**src/rtl/port_chg_irq.sv**
```systemverilog
module port_chg_irq #(
  parameter int PORT_W = 8,
  parameter int NPORT  = 2
) (
  input  logic                      clk,
  input  logic                      rst_n,
  input  logic [NPORT*PORT_W-1:0]   pin_lvl,
  input  logic [NPORT*PORT_W-1:0]   dir_in,
  input  logic [NPORT-1:0]          rd_strobe,
  output logic                      irq_n
);

  localparam int PINS = NPORT * PORT_W;

  logic [PINS-1:0]  snap;
  logic [PINS-1:0]  dir_q;
  logic [PINS-1:0]  load;
  logic [PINS-1:0]  diff;
  logic [NPORT-1:0] pend;

  assign diff = (pin_lvl ^ snap) & dir_in & dir_q;

  for (genvar p = 0; p < NPORT; p++) begin : g_port
    assign load[p*PORT_W +: PORT_W] = {PORT_W{rd_strobe[p]}}
                                    | (dir_in[p*PORT_W +: PORT_W] & ~dir_q[p*PORT_W +: PORT_W]);
    assign pend[p] = |diff[p*PORT_W +: PORT_W];
  end

  always_ff @(posedge clk) begin
    dir_q <= dir_in;
    if (!rst_n) snap <= pin_lvl;
    else        snap <= (snap & ~load) | (pin_lvl & load);
  end

  assign irq_n = ~rst_n | ~(|pend);

  always_ff @(posedge clk) begin
    if (!rst_n) assert_rst_quiet_R2: assert (irq_n);
  end

  assert_out_mask_R4: assert property (@(posedge clk) disable iff (!rst_n)
    (dir_in == '0) |-> irq_n);

  assert_read_clear_R6: assert property (@(posedge clk) disable iff (!rst_n)
    (&rd_strobe) |=> (!$stable(pin_lvl) || !$stable(dir_in) || irq_n));

  assert_quiet_hold_R8: assert property (@(posedge clk) disable iff (!rst_n)
    (irq_n && rd_strobe == '0) |=> (!$stable(pin_lvl) || !$stable(dir_in) || irq_n));

endmodule

```
**config.mk**
```make
export PLATFORM = sky130hd
export DESIGN_NAME = port_chg_irq
export DESIGN_NICKNAME = d
export VERILOG_FILES = /design/src/rtl/port_chg_irq.sv
export SDC_FILE = /design/constraint.sdc
export NUM_CORES = 1
export LEC_CHECK = 0
export BUFFER_PORTS_ARGS = -buffer_cell sky130_fd_sc_hd__buf_2
export CORE_ASPECT_RATIO = 1.75
export CORE_UTILIZATION = 50
export CTS_CLUSTER_DIAMETER = 80
export DETAILED_ROUTE_END_ITERATION = 16
export PLACE_DENSITY = 0.85
export SLEW_MARGIN = 20
export SYNTH_ARGS = -nofsm -noshare
export SYNTH_HDL_FRONTEND = slang
export SYNTH_SLANG_ARGS = --single-unit
```
**constraint.sdc**
```tcl
create_clock -name clk -period 1.5 [get_ports clk]
set_input_delay 0.225 -clock clk [delete_from_list [all_inputs] [get_ports clk]]
set_output_delay 0.225 -clock clk [all_outputs]
set_load 0.005 [all_outputs]
```
==> run_results.csv <==
group,metric,value,unit
floorplanning,rows,24,
drt,drtIter0Drc,24,
drt,ant_nets,0,
pwr,pwr-share-seq,0.557,
pwr,p_leak,0.741,nW
worst_setup_path,worst-path-max-fanout,1,
layout,mostFrequentLayoutCell,"buf_2",
clock_tree,clk_pin_slew,0.06,ns
worst_setup_path,reg2reg_slack,0.60,ns
synth,synth_seq_area_share,0.607,
worst_hold_path,hp-start,"dir_in[8]",
layout,areaGrowthSynthToFinish,22.2,%
drt,vias,965,
placed_design,portBuffers,36,
global_routing,grt_pass1_wl,3900,um
pwr,switching_share,0.226,
drt,wl,2480,um
floorplanning,die_h,69.9,um
sta,slew_headroom,0.811,
layout,final_area,0.00161,mm^2
worst_setup_path,critical_path_buf_inv_count,1,
layout,antenna_cells,0,
synth,yosysUniqueCellTypes,11,
worst_setup_path,critical_path.top_delay_family,"flip-flops",
synth,syn-num-nets,155,
synth,syn_inst,119,
worst_setup_path,required,1.27,ns
floorplanning,io_pins,37,
pwr,clkPwrFrac,0.337,
layout,fin_nets,198,
worst_hold_path,hold_end,"dir_q[8]$_DFF_P_",
worst_setup_path,crit_slowest_cell,"edfxtp_1",
worst_setup_path,ff2ff_path_depth,2,
synth,synth_compound_area_frac,0.0731,
worst_setup_path,crit_type,"flip-flop to primary output",
sta,worstMarginPinSlew,0.281,ns
sta,period_needed,1.72,ns
global_routing,grt_usage,0.204,
pwr,power_frac_comb,0.106,
clock_tree,clk_path_buf_depth,2,
worst_hold_path,worstHoldPathType,"input pin to flip-flop",
placed_design,dp_hpwl,1940,um
synth,ys_ff_latch,32,
worst_setup_path,r2r_start,"dir_q[9]$_DFF_P_",
clock_tree,clk_latency,0.28,ns
global_routing,grt_pass1_vias,949,
global_routing,grt_max_degree,10,
layout,final_layout_size_suffix_gt1_frac,0.264,
placed_design,place_area,0.00153,mm^2
synth,synthMuxAreaShare,0,
clock_tree,cts_made_buffers,5,
sta,fin_ws,-0.224,ns
worst_setup_path,worstPathArrival,1.50,ns
pwr,p_total,0.00182,W
worst_setup_path,cp.depth,5,
sta,drv_slew,0,
synth,synth.avg_cell_area,11.1,um^2
worst_setup_path,worstSetupStartpointType,"flip-flop",
pwr,intPower,0.00141,W
run_status,status,"complete, but fails checks",
floorplanning,die_area,0.00285,mm^2
placed_design,dp_cells,181,
floorplanning,die_x,40.8,um
synth,post_synth_fa_ha_maj_area_fraction,0,
global_routing,antenna_found_initial,0,
placed_design,gp_congestion,0.762,
sta,report.final.hold_viol_count,0,
synth,synthSimpleGateAreaFrac,0.168,
drt,wire_per_inst,13.1,um
sta,fin_worst_skew,0.00412,ns
synth,syn-cell-area,0.00132,mm^2
global_routing,globalRouteOverflowTotal,0,
run,cap_violations,0,
sta,fmax,580,MHz
pwr,peakVddDrop,0.886,mV
clock_tree,root_buffer,"clkbuf_8",
drt,avgViaCountPerCell,5.11,
worst_hold_path,whs_path_depth,1,
synth,synth_xor_area_frac,0.106,
pwr,cellPowerDensity,1130,mW/mm^2
synth,synth_top_family_by_area,"simple AND/OR/NAND/NOR gates",
drt,dr.pass1.iters,4,
worst_setup_path,endpoint_kind,"primary output",
synth,yosys_warnings,0,
drt,drc,0,
worst_setup_path,crit_chain,"xor2_1 > nand3_1 > nand4_1 > o41ai_2 > buf_2",
clock_tree,htree_levels,2,
floorplanning,coreArea,0.00249,mm^2
run_status,violations,"negative setup slack",
floorplanning,initial_core_util,0.529,
sta,finalSetupViolations,1,
pwr,switchingPower,0.000411,W
sta,rsz0062_at_grt,"true",
sta,period_share,1.15,
layout,stdcell_count,189,
clock_tree,cts_tree,"built",
clock_tree,cts.sinks,32,
worst_setup_path,max_stage_delay,0.39,ns
==> logic make-up after synthesis <==
| group | after synthesis |
|---|---|
| XOR/XNOR | 16 |
| flip-flops | 32 |
| AND/OR/NAND/NOR | 38 |
| buffers and inverters | 16 |
| AO/OA/AOI/OAI | 17 |
==> metrics by stage <==
step	utilization	setup WS [ns]	hold slack, ns	TNS (ns)
after floorplan	-	0.243	0.253	0
after global placement	0.614	0.0720	0.355	0
after detailed placement	0.614	0.0438	0.356	0
after CTS	0.647	-0.228	0.0665	-0.228
after global routing	0.647	-0.322	0.0663	-0.322
final	0.647	-0.224	0.0726	-0.224
==> power groups by stage <==
| stage | clock network, W | logic (W) | registers [W] |
|---|---|---|---|
| 6_report | 0.000615 | 0.000193 | 0.00101 |
| 5_1_grt | 0.000666 | 0.000216 | 0.00102 |
| 4_1_cts | 0.000627 | 0.000194 | 0.00101 |
| 3_5_place_dp | 0 | 0.000192 | 0.00103 |
| 3_3_place_gp | 0 | 0.000182 | 0.00103 |
| 2_1_floorplan | 0 | 0.000105 | 0.00102 |
==> area by class of cell <==
class	instances	area [um^2]
inverter	16	60.1
tap	26	32.5
timing repair buffer	36	180
sequential	32	801
multi-input combinational	71	458
fill	208	881
clock buffer	8	80.1
==> how the worst max path moves through the flow <==
stage                          from     to
after CTS                 flip-flop  irq_n
after global routing      flip-flop  irq_n
after global placement    flip-flop  irq_n
after detailed placement  flip-flop  irq_n
after floorplan           flip-flop  irq_n
final                     flip-flop  irq_n
==> cell usage after synthesis (all sizes together) <==
master | instances | share of area
and2 | 16 | 0.077
dfxtp | 16 | 0.24
edfxtp | 16 | 0.36
inv | 16 | 0.046
nand3 | 16 | 0.061
o21ai | 16 | 0.061
xor2 | 16 | 0.11
nand4 | 4 | 0.019
and2b | 2 | 0.011
o41ai | 1 | 0.012
==> what timing repair did <==
action	CTS	global route
gates resized for setup	0	0
hold buffers	0	0
setup endpoints to repair	1	1
pin swaps	8	0
buffers inserted	0	0
==> per-layer routing <==
metal	wire [um]	global-route usage
met5	0	0
met4	63	0.122
met3	137	0.0667
met2	1310	0.297
met1	965	0.248
Note: power is estimated with default switching activity, not from simulation.
